File: config.mk
export PLATFORM = sky130hd
export DESIGN_NAME = phrase_sequencer
export DESIGN_NICKNAME = d
export VERILOG_FILES = /design/src/rtl/phrase_seq_pkg.sv /design/src/rtl/evt_classifier.sv /design/src/rtl/ms_prescaler.sv /design/src/rtl/wait_timer.sv /design/src/rtl/phrase_sequencer.sv
export SDC_FILE = /design/constraint.sdc
export NUM_CORES = 1
export LEC_CHECK = 0
export ABC_AREA = 1
export BUFFER_PORTS_ARGS = -buffer_cell sky130_fd_sc_hd__buf_2
export CAP_MARGIN = 15
export CORE_AREA = 2 2 79 81
export DETAILED_ROUTE_END_ITERATION = 6
export DIE_AREA = 0 0 81 83
export GPL_ROUTABILITY_DRIVEN = 1
export GPL_TIMING_DRIVEN = 0
export PLACE_DENSITY = 0.76
export SLEW_MARGIN = 20
export SYNTH_ARGS = -nofsm -noshare
export SYNTH_HDL_FRONTEND = slang
export SYNTH_SLANG_ARGS = --single-unit
File: constraint.sdc
create_clock -name clk -period 4.3 [get_ports clk]
set_clock_uncertainty 0.05 [all_clocks]
set_input_delay 0.215 -clock clk [delete_from_list [all_inputs] [get_ports clk]]
set_output_delay 0.215 -clock clk [all_outputs]
set_load 0.02 [all_outputs]
File: src/rtl/phrase_seq_pkg.sv
package phrase_seq_pkg;

   typedef enum logic [2:0] {
      ST_IDLE,
      ST_PRE_AMP,
      ST_PRE_PLAY,
      ST_PLAY,
      ST_POST_PLAY,
      ST_POST_AMP
   } seq_state_t;

   typedef enum logic [1:0] {
      EV_NONE,
      EV_STOP,
      EV_DIAG,
      EV_PHRASE
   } evt_kind_t;

   localparam logic [1:0] MD_SINGLE  = 2'b00;
   localparam logic [1:0] MD_QUEUED  = 2'b01;
   localparam logic [1:0] MD_PREEMPT = 2'b10;

   localparam int unsigned N_WAIT_PHASES = 4;

endpackage

File: src/rtl/evt_classifier.sv
module evt_classifier
   import phrase_seq_pkg::*;
#(
   parameter int unsigned CODE_W = 8,
   parameter int unsigned PH_W   = 6
) (
   input  logic              valid,
   input  logic [CODE_W-1:0] code,
   output evt_kind_t         kind,
   output logic [PH_W-1:0]   phrase
);
   localparam int unsigned HI_W = CODE_W - PH_W;

   logic [HI_W-1:0] hi_part;
   logic [PH_W-1:0] lo_part;

   assign hi_part = code[CODE_W-1:PH_W];
   assign lo_part = code[PH_W-1:0];
   assign phrase  = lo_part;

   always_comb begin
      kind = EV_NONE;
      if (valid && (hi_part == '0)) begin
         if (lo_part == PH_W'(0))
            kind = EV_STOP;
         else if (lo_part == PH_W'(1))
            kind = EV_DIAG;
         else
            kind = EV_PHRASE;
      end
   end
endmodule

File: src/rtl/ms_prescaler.sv
module ms_prescaler #(
   parameter int unsigned CLK_PER_MS = 4096
) (
   input  logic clk,
   input  logic rst_n,
   input  logic clr,
   output logic tick
);
   generate
      if (CLK_PER_MS == 1) begin : g_direct
         logic alive;
         always_ff @(posedge clk) begin
            if (!rst_n) alive <= 1'b0;
            else        alive <= 1'b1;
         end
         assign tick = alive & ~clr;
      end else begin : g_count
         localparam int unsigned PW = $clog2(CLK_PER_MS);
         localparam logic [PW-1:0] LAST = PW'(CLK_PER_MS - 1);
         logic [PW-1:0] div_q;
         always_ff @(posedge clk) begin
            if (!rst_n || clr)    div_q <= '0;
            else if (div_q == LAST) div_q <= '0;
            else                  div_q <= div_q + 1'b1;
         end
         assign tick = (div_q == LAST) & ~clr;
      end
   endgenerate
endmodule

File: src/rtl/wait_timer.sv
module wait_timer #(
   parameter int unsigned WAIT_W   = 8,
   parameter int unsigned STEP_MS  = 4
) (
   input  logic              clk,
   input  logic              rst_n,
   input  logic              ld,
   input  logic [WAIT_W-1:0] ld_val,
   input  logic              tick,
   output logic              done
);
   localparam int unsigned CNT_W = WAIT_W + $clog2(STEP_MS) + 1;

   logic [CNT_W-1:0] left_q;

   always_ff @(posedge clk) begin
      if (!rst_n)
         left_q <= '0;
      else if (ld)
         left_q <= CNT_W'(ld_val) * CNT_W'(STEP_MS);
      else if (tick && (left_q != '0))
         left_q <= left_q - 1'b1;
   end

   assign done = (left_q == '0) && !ld;
endmodule

File: src/rtl/phrase_sequencer.sv
module phrase_sequencer
   import phrase_seq_pkg::*;
#(
   parameter int unsigned CODE_W     = 8,
   parameter int unsigned PH_W       = 6,
   parameter int unsigned WAIT_W     = 8,
   parameter int unsigned STEP_MS    = 4,
   parameter int unsigned CLK_PER_MS = 4096
) (
   input  logic                  clk,
   input  logic                  rst_n,
   input  logic                  evt_valid,
   input  logic [CODE_W-1:0]     evt_code,
   output logic [PH_W-1:0]       cfg_phrase,
   input  logic [1:0]            cfg_mode,
   input  logic [4*WAIT_W-1:0]   cfg_waits,
   input  logic                  play_done,
   output logic                  busy_n,
   output logic                  amp_en,
   output logic                  play_start,
   output logic                  play_abort,
   output logic [PH_W-1:0]       play_phrase,
   output logic                  diag_req
);
   localparam int unsigned IDX_W = $clog2(N_WAIT_PHASES);

   generate
      if (CODE_W <= PH_W) begin : g_bad_code_w
         $error("CODE_W must exceed PH_W");
      end
      if (CLK_PER_MS < 1) begin : g_bad_div
         $error("CLK_PER_MS must be at least 1");
      end
      if (STEP_MS < 1) begin : g_bad_step
         $error("STEP_MS must be at least 1");
      end
      if (WAIT_W < 1) begin : g_bad_wait_w
         $error("WAIT_W must be at least 1");
      end
   endgenerate

   seq_state_t      state_q;
   logic            enter_q;
   logic [PH_W-1:0] cur_q;
   logic            pend_vld_q, pend_stop_q;
   logic [PH_W-1:0] pend_ph_q;
   logic            start_q, abort_q, diag_q;

   evt_kind_t       kind;
   logic [PH_W-1:0] evt_ph;

   logic [WAIT_W-1:0] wait_arr [N_WAIT_PHASES];
   logic [IDX_W-1:0]  phase_idx;
   logic              in_wait, timer_ld, timer_done, ms_tick;

   logic              req_now, eff_vld, eff_stop;
   logic [PH_W-1:0]   eff_ph;

   evt_classifier #(.CODE_W(CODE_W), .PH_W(PH_W)) u_class (
      .valid  (evt_valid),
      .code   (evt_code),
      .kind   (kind),
      .phrase (evt_ph)
   );

   for (genvar k = 0; k < N_WAIT_PHASES; k++) begin : g_wait_slice
      assign wait_arr[k] = cfg_waits[k*WAIT_W +: WAIT_W];
   end

   always_comb begin
      phase_idx = '0;
      in_wait   = 1'b1;
      unique case (state_q)
         ST_PRE_AMP:   phase_idx = IDX_W'(0);
         ST_PRE_PLAY:  phase_idx = IDX_W'(1);
         ST_POST_PLAY: phase_idx = IDX_W'(2);
         ST_POST_AMP:  phase_idx = IDX_W'(3);
         default:      in_wait   = 1'b0;
      endcase
   end

   assign timer_ld = enter_q & in_wait;

   ms_prescaler #(.CLK_PER_MS(CLK_PER_MS)) u_presc (
      .clk   (clk),
      .rst_n (rst_n),
      .clr   (timer_ld),
      .tick  (ms_tick)
   );

   wait_timer #(.WAIT_W(WAIT_W), .STEP_MS(STEP_MS)) u_timer (
      .clk    (clk),
      .rst_n  (rst_n),
      .ld     (timer_ld),
      .ld_val (wait_arr[phase_idx]),
      .tick   (ms_tick),
      .done   (timer_done)
   );

   // queued mode: a request in the same cycle as play_done wins over the held one
   always_comb begin
      req_now  = (kind == EV_PHRASE) || (kind == EV_STOP);
      eff_vld  = req_now | pend_vld_q;
      eff_stop = req_now ? (kind == EV_STOP) : pend_stop_q;
      eff_ph   = req_now ? evt_ph : pend_ph_q;
   end

   always_ff @(posedge clk) begin
      if (!rst_n) begin
         state_q     <= ST_IDLE;
         enter_q     <= 1'b0;
         cur_q       <= '0;
         pend_vld_q  <= 1'b0;
         pend_stop_q <= 1'b0;
         pend_ph_q   <= '0;
         start_q     <= 1'b0;
         abort_q     <= 1'b0;
         diag_q      <= 1'b0;
      end else begin
         start_q <= 1'b0;
         abort_q <= 1'b0;
         diag_q  <= 1'b0;
         enter_q <= 1'b0;
         unique case (state_q)
            ST_IDLE: begin
               if (kind == EV_PHRASE) begin
                  cur_q      <= evt_ph;
                  pend_vld_q <= 1'b0;
                  state_q    <= ST_PRE_AMP;
                  enter_q    <= 1'b1;
               end else if (kind == EV_DIAG) begin
                  diag_q <= 1'b1;
               end
            end
            ST_PRE_AMP: begin
               if (timer_done) begin
                  state_q <= ST_PRE_PLAY;
                  enter_q <= 1'b1;
               end
            end
            ST_PRE_PLAY: begin
               if (timer_done) begin
                  state_q <= ST_PLAY;
                  start_q <= 1'b1;
               end
            end
            ST_PLAY: begin
               if (cfg_mode == MD_PREEMPT) begin
                  if (kind == EV_PHRASE) begin
                     abort_q <= 1'b1;
                     start_q <= 1'b1;
                     cur_q   <= evt_ph;
                  end else if (kind == EV_STOP) begin
                     abort_q <= 1'b1;
                     state_q <= ST_POST_PLAY;
                     enter_q <= 1'b1;
                  end else if (play_done) begin
                     start_q <= 1'b1;
                  end
               end else if (cfg_mode == MD_QUEUED) begin
                  if (play_done) begin
                     pend_vld_q <= 1'b0;
                     if (eff_vld && eff_stop) begin
                        state_q <= ST_POST_PLAY;
                        enter_q <= 1'b1;
                     end else begin
                        if (eff_vld) cur_q <= eff_ph;
                        start_q <= 1'b1;
                     end
                  end else if (req_now) begin
                     pend_vld_q  <= 1'b1;
                     pend_stop_q <= (kind == EV_STOP);
                     pend_ph_q   <= evt_ph;
                  end
               end else begin
                  if (play_done) begin
                     state_q <= ST_POST_PLAY;
                     enter_q <= 1'b1;
                  end
               end
            end
            ST_POST_PLAY: begin
               if (timer_done) begin
                  state_q <= ST_POST_AMP;
                  enter_q <= 1'b1;
               end
            end
            ST_POST_AMP: begin
               if (timer_done) state_q <= ST_IDLE;
            end
            default: state_q <= ST_IDLE;
         endcase
      end
   end

   assign cfg_phrase  = cur_q;
   assign play_phrase = cur_q;
   assign play_start  = start_q;
   assign play_abort  = abort_q;
   assign diag_req    = diag_q;
   assign busy_n      = (state_q == ST_IDLE);
   assign amp_en      = (state_q == ST_PRE_PLAY) || (state_q == ST_PLAY) ||
                        (state_q == ST_POST_PLAY);
endmodule

======== Word level (Yosys, flattened, before mapping) ========
Cells that the tools add are included.
word-level totals
  bits of input ports ..................... 46
  flip-flop bits (word level) ............. 44
cells by class
  equality and inequality tests ........... 27
  bitwise gates (word level) .............. 9
  add/subtract/negate cells ............... 2
  $lt $le $gt $ge ......................... 1
  multiplexer cells ....................... 57
  reductions and logical operators ........ 27
operators by type and width
  cell                     count
  $mux W6                  7
  $mux W3                  12
  $mux W1                  25
  $ne A3 B3 Y1 const B     7
  $mux W10                 2
  $pmux W3 S6              1
  $bmux W8 S2              1
  $mux W8                  2
  $add A12 B1 Y12 const B  1
  $eq A12 B12 Y1 const B   1
  $ne A2 B2 Y1 const B     6
  $pmux W6 S2              1
  $logic_not A11 Y1        1
  $reduce_bool A11 Y1      1
  $sub A11 B1 Y11 const B  1
  $reduce_and A5 Y1        2
  $reduce_and A9 Y1        1
  $eq A2 B2 Y1 const B     3
  $eq A3 B2 Y1 const B     2
  $eq A3 B3 Y1 const B     2
  $eq A6 B1 Y1 const B     1
  $logic_not A6 Y1         1
  $pmux W2 S3              1
  $reduce_or A2 Y1         3
  22 further kinds         38

======== Depth between registers and ports, before layout ========
Gate-level depths: netlist (run 1).
  depth after elaboration ................. 13
  gate-level depth with buffers ........... 13

======== Modules after synthesis ========
From an unflattened synthesis (run 1), not the netlist that was laid out.
unflattened totals
  cells, all modules ...................... 508
  area, all modules ....................... 3035.4 sq um
by module, submodules not included
  module            cells each  instances  seq. area each (sq um)  area an instance (sq um)
  phrase_sequencer  273         1          420.4                   1565.3
  wait_timer        135         1          220.2                   798.3
  ms_prescaler      80          1          240.2                   565.5
  evt_classifier    20          1          0.0                     106.4

======== Worst setup path before layout (run 1) ========
No wires, ideal clock.
  path kind ............................... reg-to-reg
  from .................................... reg state_q[1]
  to ...................................... reg cur_q[1], in the netlist cfg_phrase[1]
  buffers on the path ..................... 0
  path slack .............................. 2.433 ns
  library setup time ...................... 0.112 ns
  cell stages (with the launch flop) ...... 7
  required time ........................... 4.138 ns
  arrival time ............................ 1.705 ns
  clock period less this slack ............ 1.867 ns
  path through ............................ dfxtp_1 > nor3_1 > o21ai_1 > a21oi_4 > nand2_4 > nor2_1 > nor2_1
on the way
  word-level cells in the longest chain between the ends .. 3
  elaborated cells on any way between the ends .. 9
RTL lines
  item                          RTL line                 text
  start, declared               phrase_sequencer.sv:42   seq_state_t state_q;
  start signal, assigned        phrase_sequencer.sv:110  state_q <= ST_IDLE;
  start signal, assigned        phrase_sequencer.sv:129  state_q <= ST_PRE_AMP;
  start signal, assigned        phrase_sequencer.sv:137  state_q <= ST_PRE_PLAY;
  $logic_not A3 Y1 *            --
  named net busy_n              phrase_sequencer.sv:18   output logic busy_n,
  $reduce_bool A2 Y1 (no line)  --
  $reduce_and A5 Y1 (no line)   --
  end signal, assigned          phrase_sequencer.sv:127  cur_q <= evt_ph;
  end signal, assigned          phrase_sequencer.sv:152  cur_q <= evt_ph;
  end signal, assigned          phrase_sequencer.sv:167  if (eff_vld) cur_q <= eff_ph;
  end, declared                 phrase_sequencer.sv:44   logic [PH_W-1:0] cur_q;
The timed path passes the listed nets; every way through them passes the cells marked *.
A chain may end at the register's enable or synchronous reset.

======== Final worst setup path (run 1) ========
  from .................................... reg u_presc.g_count.div_q[0]
  to ...................................... reg u_timer.left_q[6]
on the way
  word-level cells in the longest chain between the ends .. 4
RTL lines
  item                          RTL line            text
  start, declared               ms_prescaler.sv:20  logic [PW-1:0] div_q;
  start signal, assigned        ms_prescaler.sv:24  else div_q <= div_q + 1'b1;
  $eq A12 B12 Y1                ms_prescaler.sv:26  assign tick = (div_q == LAST) & ~clr;
  $and A1 B1 Y1                 ms_prescaler.sv:26
  $logic_and A1 B1 Y1           wait_timer.sv:21    else if (tick && (left_q != '0))
  $reduce_bool A2 Y1 (no line)  --
  end signal, assigned          wait_timer.sv:20    left_q <= CNT_W'(ld_val) * CNT_W'(STEP_MS);
  end signal, assigned          wait_timer.sv:22    left_q <= left_q - 1'b1;
  end, declared                 wait_timer.sv:14    logic [CNT_W-1:0] left_q;
Every way passes these cells.

==> qor.yml, run 1 <==
placement:
  port_buffers: 62
  dpl.hpwl_mm: 5.153
  gp_congestion: 0.9235
  place_inst: 595
  preCtsSetupSlack_ps: 2411
clock_network:
  clock_tree_from_tritoncts: "built"
  postCtsResizedCells: 0
  cts_made_buffers: 5
  root_buffer: "clkbuf_8"
  cts.htree.levels: 2
  cts_post_setup_buffers_inserted: 0
  clkLatencyLatePin_ps: 300
  postCtsHoldBufs: 0
  clock_path_buffers: 2
  clock_pin_slew_on_the_worst_setup_and_hold_paths_ps: 90
  cts.sink_count: 44
cells_and_area:
  diodes: 0
  nFillCells: 592
  multi_input_comb_area_mm2: 0.001655
  nNetsFinal: 579
  register_area_um2: 880.8
  area_growth_pct: 17.99
  fraction_of_final_layout_cells_with_drive_strength_greater_than_1_pct: 19.70
  final_cells: 603
floorplanning:
  start_util_pct: 49.63
  dieHeight_um: 83
  core_area_mm2: 0.005816
  design.die.area_mm2: 0.006723
  die_outline_width_um: 81
  row_count: 28
  io_pins: 63
global_routing:
  globalRouteTotalUtil_pct: 20.69
  use_met1_pct: 25.64
  grt_first_pass_wirelength_mm: 11.55
  global_routing_usage_on_met3_pct: 4.348
  gr-usage-met2_pct: 36.06
  first_global_vias: 2823
  grt_start_max_net_pins: 16
  globalRoute.busiestLayer: "met2"
  overflow: 0
  antenna_violations_before_repair: 0
drt:
  detail_route.vias_per_cell: 5.002
  overall_routed_net_length_mm: 6.617
  detail_route.iter0.violations: 115
  detail_route.first_pass.iterations: 4
  drc_errors: 0
  wl_per_cell_um: 10.97
  detail-route-antenna-nets: 0
  routed-via-count: 3016
synthesis:
  ys_ff_latch: 44
  netlist_area_mm2: 0.002887
  ys_async_sr_fraction_pct: 0
  synth_largest_type_area_fraction_pct: 30.52
  synth.largest_area_cell: "dfxtp_1"
  postSynth.topFlopCell: "dfxtp_1"
  ys_warn_count: 0
  synthesis.area_per_instance_um2: 6.302
  synth.yosys.seq_area_share_pct: 30.52
  syn-num-nets: 510
  synth_top_cells_by_area: "dfxtp_1, nand2_1, nand3_1"
  netlist_instances: 458
  synth_edf_count: 0
  yosysMostFrequentCell: "nand2_1"
  ys_types: 36
  leading_cell_types_by_count_after_synthesis: "nand2_1, inv_1, nand3_1"
setup_path:
  worst_r2r_endpoint: "u_timer.left_q[6]"
  worstPathMaxFanout: 10
  worstSetupEndpointType: "register"
  crit_required_ps: 4450
  r2r.worst_path.cells: 13
  timing.setup.critical_path_class: "register to register"
  start_kind: "register"
  rr_startpoint: "u_presc.g_count.div_q[0]"
  rrSetupSlack_ps: 2420
  wp_data_arrival_ps: 2030
sta:
  period_share_pct: 43.76
  slew_headroom_pct: 56.17
  maxClockFrequency_ghz: 0.5315
  unrepaired_setup_endpoints_after_global_routing: "no"
  final_period_minus_worst_setup_slack_ps: 1882
  slew_at_the_pin_with_the_worst_max_slew_slack_ps: 652.5
  slew_limit_fails: 0
  finalWorstSetupSlack_ps: 2418
  timing_hold_violations_final: 0
  finalSetupViolCount: 0
  setup_total_negative_slack_ps: 0
run:
  drv_cap: 0
power:
  power.combinational.fraction_pct: 47.9
  power_report.internal_total_uw: 909.3
  leakage_nw: 1.728
  clock_power_share_pct: 20.6
  power.share.switching_pct: 42.97
  power.share.sequential_pct: 31.5
  power-per-cell-area_mw_per_mm2: 468.1
  p_sw_uw: 685.1
  vdd_drop_max_v: 0.0003118
hold_path:
  min_path_cells: 4
  min_delay_worst_endpoint: "pend_vld_q"
  hp-class: "input port to register"
  hp-start: "play_done"
run_status:
  status: "finished, final reports clean"
worst max path at each step:
| stage | start | to | slack (ps) |
|---|---|---|---|
| 3_3_place_gp | evt_code[7] | state_q[0] | 2430 |
| 2_1_floorplan | state_q[1] | cfg_phrase[1] | 2430 |
| 4_1_cts | u_presc.g_count.div_q[0] | u_timer.left_q[6] | 2400 |
| 3_5_place_dp | cfg_mode[0] | pend_ph_q[4] | 2410 |
| 5_1_grt | state_q[0] | u_timer.left_q[9] | 2130 |
| 6_report | u_presc.g_count.div_q[0] | u_timer.left_q[6] | 2420 |
power by group through the flow:
stage	Sequential [mW]	Combinational (mW)	Clock, mW
finish	0.502	0.763	0.329
global route	0.512	0.871	0.351
CTS	0.502	0.765	0.335
detailed placement	0.512	0.761	0
global placement	0.509	0.745	0
floorplan	0.519	0.573	0
stage by stage:
step	utilization, %	hold slack (ps)	instance area (um^2)	power (mW)
after floorplan	-	360.5	2887	1.092
after global placement	56.58	383.4	3291	1.253
after detailed placement	56.58	399.8	3291	1.273
after CTS	58.56	190.4	3406	1.602
after global routing	58.56	200.2	3406	1.734
final	58.56	198.6	3406	1.594
routing by layer:
layer / vias to the layer above / wire, um
met5: - / 0
met4: 0 / 23
met3: 4 / 214
met2: 45 / 3350
met1: 1366 / 3028
li1: 1601 / -
cell usage in the layout (no fill, tap or decap), types with 2 or more instances in the layout:
master / count
a21oi_1: 25
buf_2: 69
buf_4: 7
clkbuf_8: 5
dfxtp_1: 44
ha_1: 6
inv_1: 61
inv_2: 4
nand2_1: 112
nand3_1: 59
nand3_2: 2
nand4_1: 12
nor2_1: 51
nor2_2: 4
nor3_1: 6
o211ai_1: 7
o21ai_0: 18
o21ai_1: 3
or2_2: 2
xor2_1: 11
kinds of logic after synthesis:
logic type,Yosys count,synth area share [%]
and+or+nand+nor,257,39.97
xor gates and xnor gates,12,3.641
DFF,44,30.52
AOI/OAI and AO/OA,57,11.14
buffers and inverters,82,12.14
adders and majority gates,6,2.601
registers in the layout, indices dropped and copies added (netlist names):
signal                 count
state_q                    3
cfg_phrase                 6
pend_vld_q                 1
play_abort                 1
u_timer.left_q            11
enter_q                    1
pend_ph_q                  6
u_presc.g_count.div_q     12
pend_stop_q                1
play_start                 1
diag_req                   1
critical path, cell delays in order, from the launching register on:
cell and delay [ps]:
dfxtp_1 370, ha_1 180, nand2_1 60, inv_1 100, nand2_1 70, nor2_1 170
nand3_1 150, nor2_2 140, nand2_2 100, buf_6 150, nand3_1 60, nand3_1 70
nand2_1 60, inv_1 50
layout make-up:
cell class                 count  share of cell area [%]
buffer                        17                   3.123
clock buffer                   5                   2.021
clock inverter                 3                   1.359
inverter                      65                   7.164
multi-input combinational    332                   48.60
sequential                    44                   25.86
tap                           75                   2.755
timing repair buffer          62                   9.111
No activity file was read; power rests on OpenSTA's default activity.
==> run 2, diff against run 1 <==
- CORE_AREA: 2 2 79 81 -> 2 2 80 82
- DIE_AREA: 0 0 81 83 -> 0 0 82 84
- PLACE_DENSITY: 0.76 -> 0.78
- clock period: 4.3 -> 1.65 ns (I/O delays scaled with it)
==> run 2 against run 1 <==
  * The run now ends with setup timing left
  * Critical endpoint is now u_timer.left_q[3]
  * Register-to-register slack worse by 2500 ps
  * Critical path type unchanged
  * Core utilization up 5.1 points
  * Die area up 2.5%
  * Largest power group unchanged
  * Setup slack worse by 2500 ps
==> qor.yml, run 2 (synthesis gave the netlist of run 1 again) <==
global_routing:
  globalRouteTotalUtil_pct: 21.42  # +0.73 points
  grt_start_max_net_pins: 16  # unchanged
  antenna_violations_before_repair: 0  # unchanged
  grt_first_pass_wirelength_mm: 12.11  # +4.8%
  overflow: 0  # unchanged
  first_global_vias: 2894  # +2.5%
placement:
  gp_congestion: 0.9034  # -2.2%
  port_buffers: 62  # unchanged
  dpl.hpwl_mm: 5.137  # -0.31%
  placement.cell_area_mm2: 0.003298  # +0.23%
cells_and_area:
  diodes: 0  # unchanged
  largest_register_ff_count: 12  # unchanged
  post-route-cell-area_mm2: 0.003879  # +14%
  area_growth_pct: 34.37
  nFillCells: 527  # -11%
  max_flop_register: "u_presc.g_count.div_q"
  multi_input_comb_area_mm2: 0.001914  # +16%
  layout.cells.most_common_list: "nand2_1, buf_2, inv_1"
  fraction_of_final_layout_cells_with_drive_strength_greater_than_1_pct: 32.05  # +12 points
  nNetsFinal: 597  # +3.1%
  reg_top3: "u_presc.g_count.div_q (12), u_timer.left_q (11)"
  register_area_um2: 895.9  # +1.7%
  most_common_library_cell_in_the_layout_ignoring_fill_and_taps: "nand2_1"
  utilization_pct: 63.63  # +5.1 points
drt:
  overall_routed_net_length_mm: 7.720  # +17%
  wl_per_cell_um: 12.39  # +13%
  detail_route.vias_per_cell: 5.262  # +5.2%
  detail_route.first_pass.iterations: 5  # +1
  detail-route-antenna-nets: 0  # unchanged
  detail_route.iter0.violations: 200  # +74%
  routed-via-count: 3278  # +8.7%
  drc_errors: 0  # unchanged
floorplanning:
  dieHeight_um: 84  # +1.2%
  core_area_mm2: 0.006096  # +4.8%
  die_outline_width_um: 82  # +1.2%
  start_util_pct: 47.35  # -2.3 points
  io_pins: 63  # unchanged
  row_count: 29  # +3.6%
  design.die.area_mm2: 0.006888  # +2.5%
setup_path:
  rrSetupSlack_ps: -40  # -2460 ps
  start_kind: "register"
  setup.worst_path.start: "u_presc.g_count.div_q[0]"
  rr_startpoint: "u_presc.g_count.div_q[0]"
  crit_path_end: "u_timer.left_q[3]"
  wp_data_arrival_ps: 1840  # -190 ps
  worst_r2r_endpoint: "u_timer.left_q[3]"
  r2r.worst_path.cells: 13  # unchanged
  timing.setup.critical_path_class: "register to register"
  crit_required_ps: 1800  # -2650 ps
  worstSetupEndpointType: "register"
  worstPathMaxFanout: 5  # -5
clock_network:
  cts.htree.levels: 2  # unchanged
  clock_tree_from_tritoncts: "built"
  root_buffer: "clkbuf_8"
  clkLatencyLatePin_ps: 310  # about the same
  clock_path_buffers: 2  # unchanged
  clock_pin_slew_on_the_worst_setup_and_hold_paths_ps: 100  # about the same
  cts.sink_count: 44  # unchanged
  cts_made_buffers: 5  # unchanged
sta:
  timing_hold_violations_final: 0  # unchanged
  final_period_minus_worst_setup_slack_ps: 1687  # -194.4 ps
  finalSetupViolCount: 2  # +2
  slew_headroom_pct: 66.40  # +10 points
  unrepaired_setup_endpoints_after_global_routing: "yes"
  maxClockFrequency_ghz: 0.5927  # +12%
  slew_at_the_pin_with_the_worst_max_slew_slack_ps: 504.0  # -148.5 ps
  slew_limit_fails: 0  # unchanged
  finalWorstSetupSlack_ps: -37.10  # -2456 ps
  period_share_pct: 102.2  # +58 points
power:
  leakage_nw: 1.923  # +11%
  power-per-cell-area_mw_per_mm2: 1216  # +160%
  vdd_drop_max_v: 0.0007839  # +150%
  design_power_total_mw: 4.716  # +200%
run:
  drv_cap: 0  # unchanged
run_status:
  violations_in_the_final_reports: "setup timing"
  status: "finished with violations"
hold_path:
  min_path_cells: 4  # unchanged
  hp-class: "input port to register"
## run 2: cell types whose count changed in the layout (fill, tap and decap cells not counted), sizes merged
cell,delta
clkinvlp,-1
inv,-1
clkinv,+2
buf,+15
clkbuf,+3
## run 2: worst min-delay path by stage
stage               startpoint    endpoint  slack [ps]
global route         play_done  pend_vld_q          90
CTS                  play_done  pend_vld_q          60
floorplan            play_done  pend_vld_q         230
global placement     play_done  pend_vld_q         360
finish               play_done  pend_vld_q          80
detailed placement   play_done  pend_vld_q         390
## run 2: what timing repair did
action	CTS	global route
setup endpoints to repair	34	31
hold buffers	0	0
resized for setup	49	42
buffers inserted	8	10
cloned	1	0
pin swaps	9	16
## run 2: final cells by class
cell class / instances / share of cell area, %
multi-input combinational: 332 / 49.35
sequential: 44 / 23.10
timing repair buffer: 80 / 11.90
inverter: 65 / 6.742
buffer: 17 / 3.419
tap: 77 / 2.484
clock buffer: 5 / 1.774
clock inverter: 3 / 1.226
## run 2: metrics by stage
stage                     setup TNS (ps)  hold slack [ps]  cells  worst slack [ps]
after CTS                         -61.68            62.84    614            -39.40
after global routing               -1102            87.74    623            -140.3
after floorplan                        0            228.0    458             16.61
after global placement             -2326            362.7    597            -184.3
after detailed placement           -4025            385.2    597            -279.8
final                             -50.25            79.15    623            -37.10
## run 2: where the power goes
group	switching, mW	internal, mW
logic	1.47	0.978
registers	0.183	1.21
clock network	0.416	0.457
## run 2: per-layer routing
| layer | GRT usage (%) | wire [um] |
|---|---|---|
| met5 | 0 | 0 |
| met2 | 37.47 | 3946 |
| met3 | 3.896 | 311 |
| met4 | 4.848 | 120 |
| met1 | 26.80 | 3342 |
## run 2: critical path, stage by stage (launching register included)
cell	delay (ps)
dfxtp_2	370
ha_4	140
nand2_2	50
inv_2	70
nand2_2	60
nor2_4	120
nand3_4	100
nor2_4	130
nand2_4	90
buf_6	150
nand3_2	60
nand3_2	70
nand2_1	70
inv_1	50
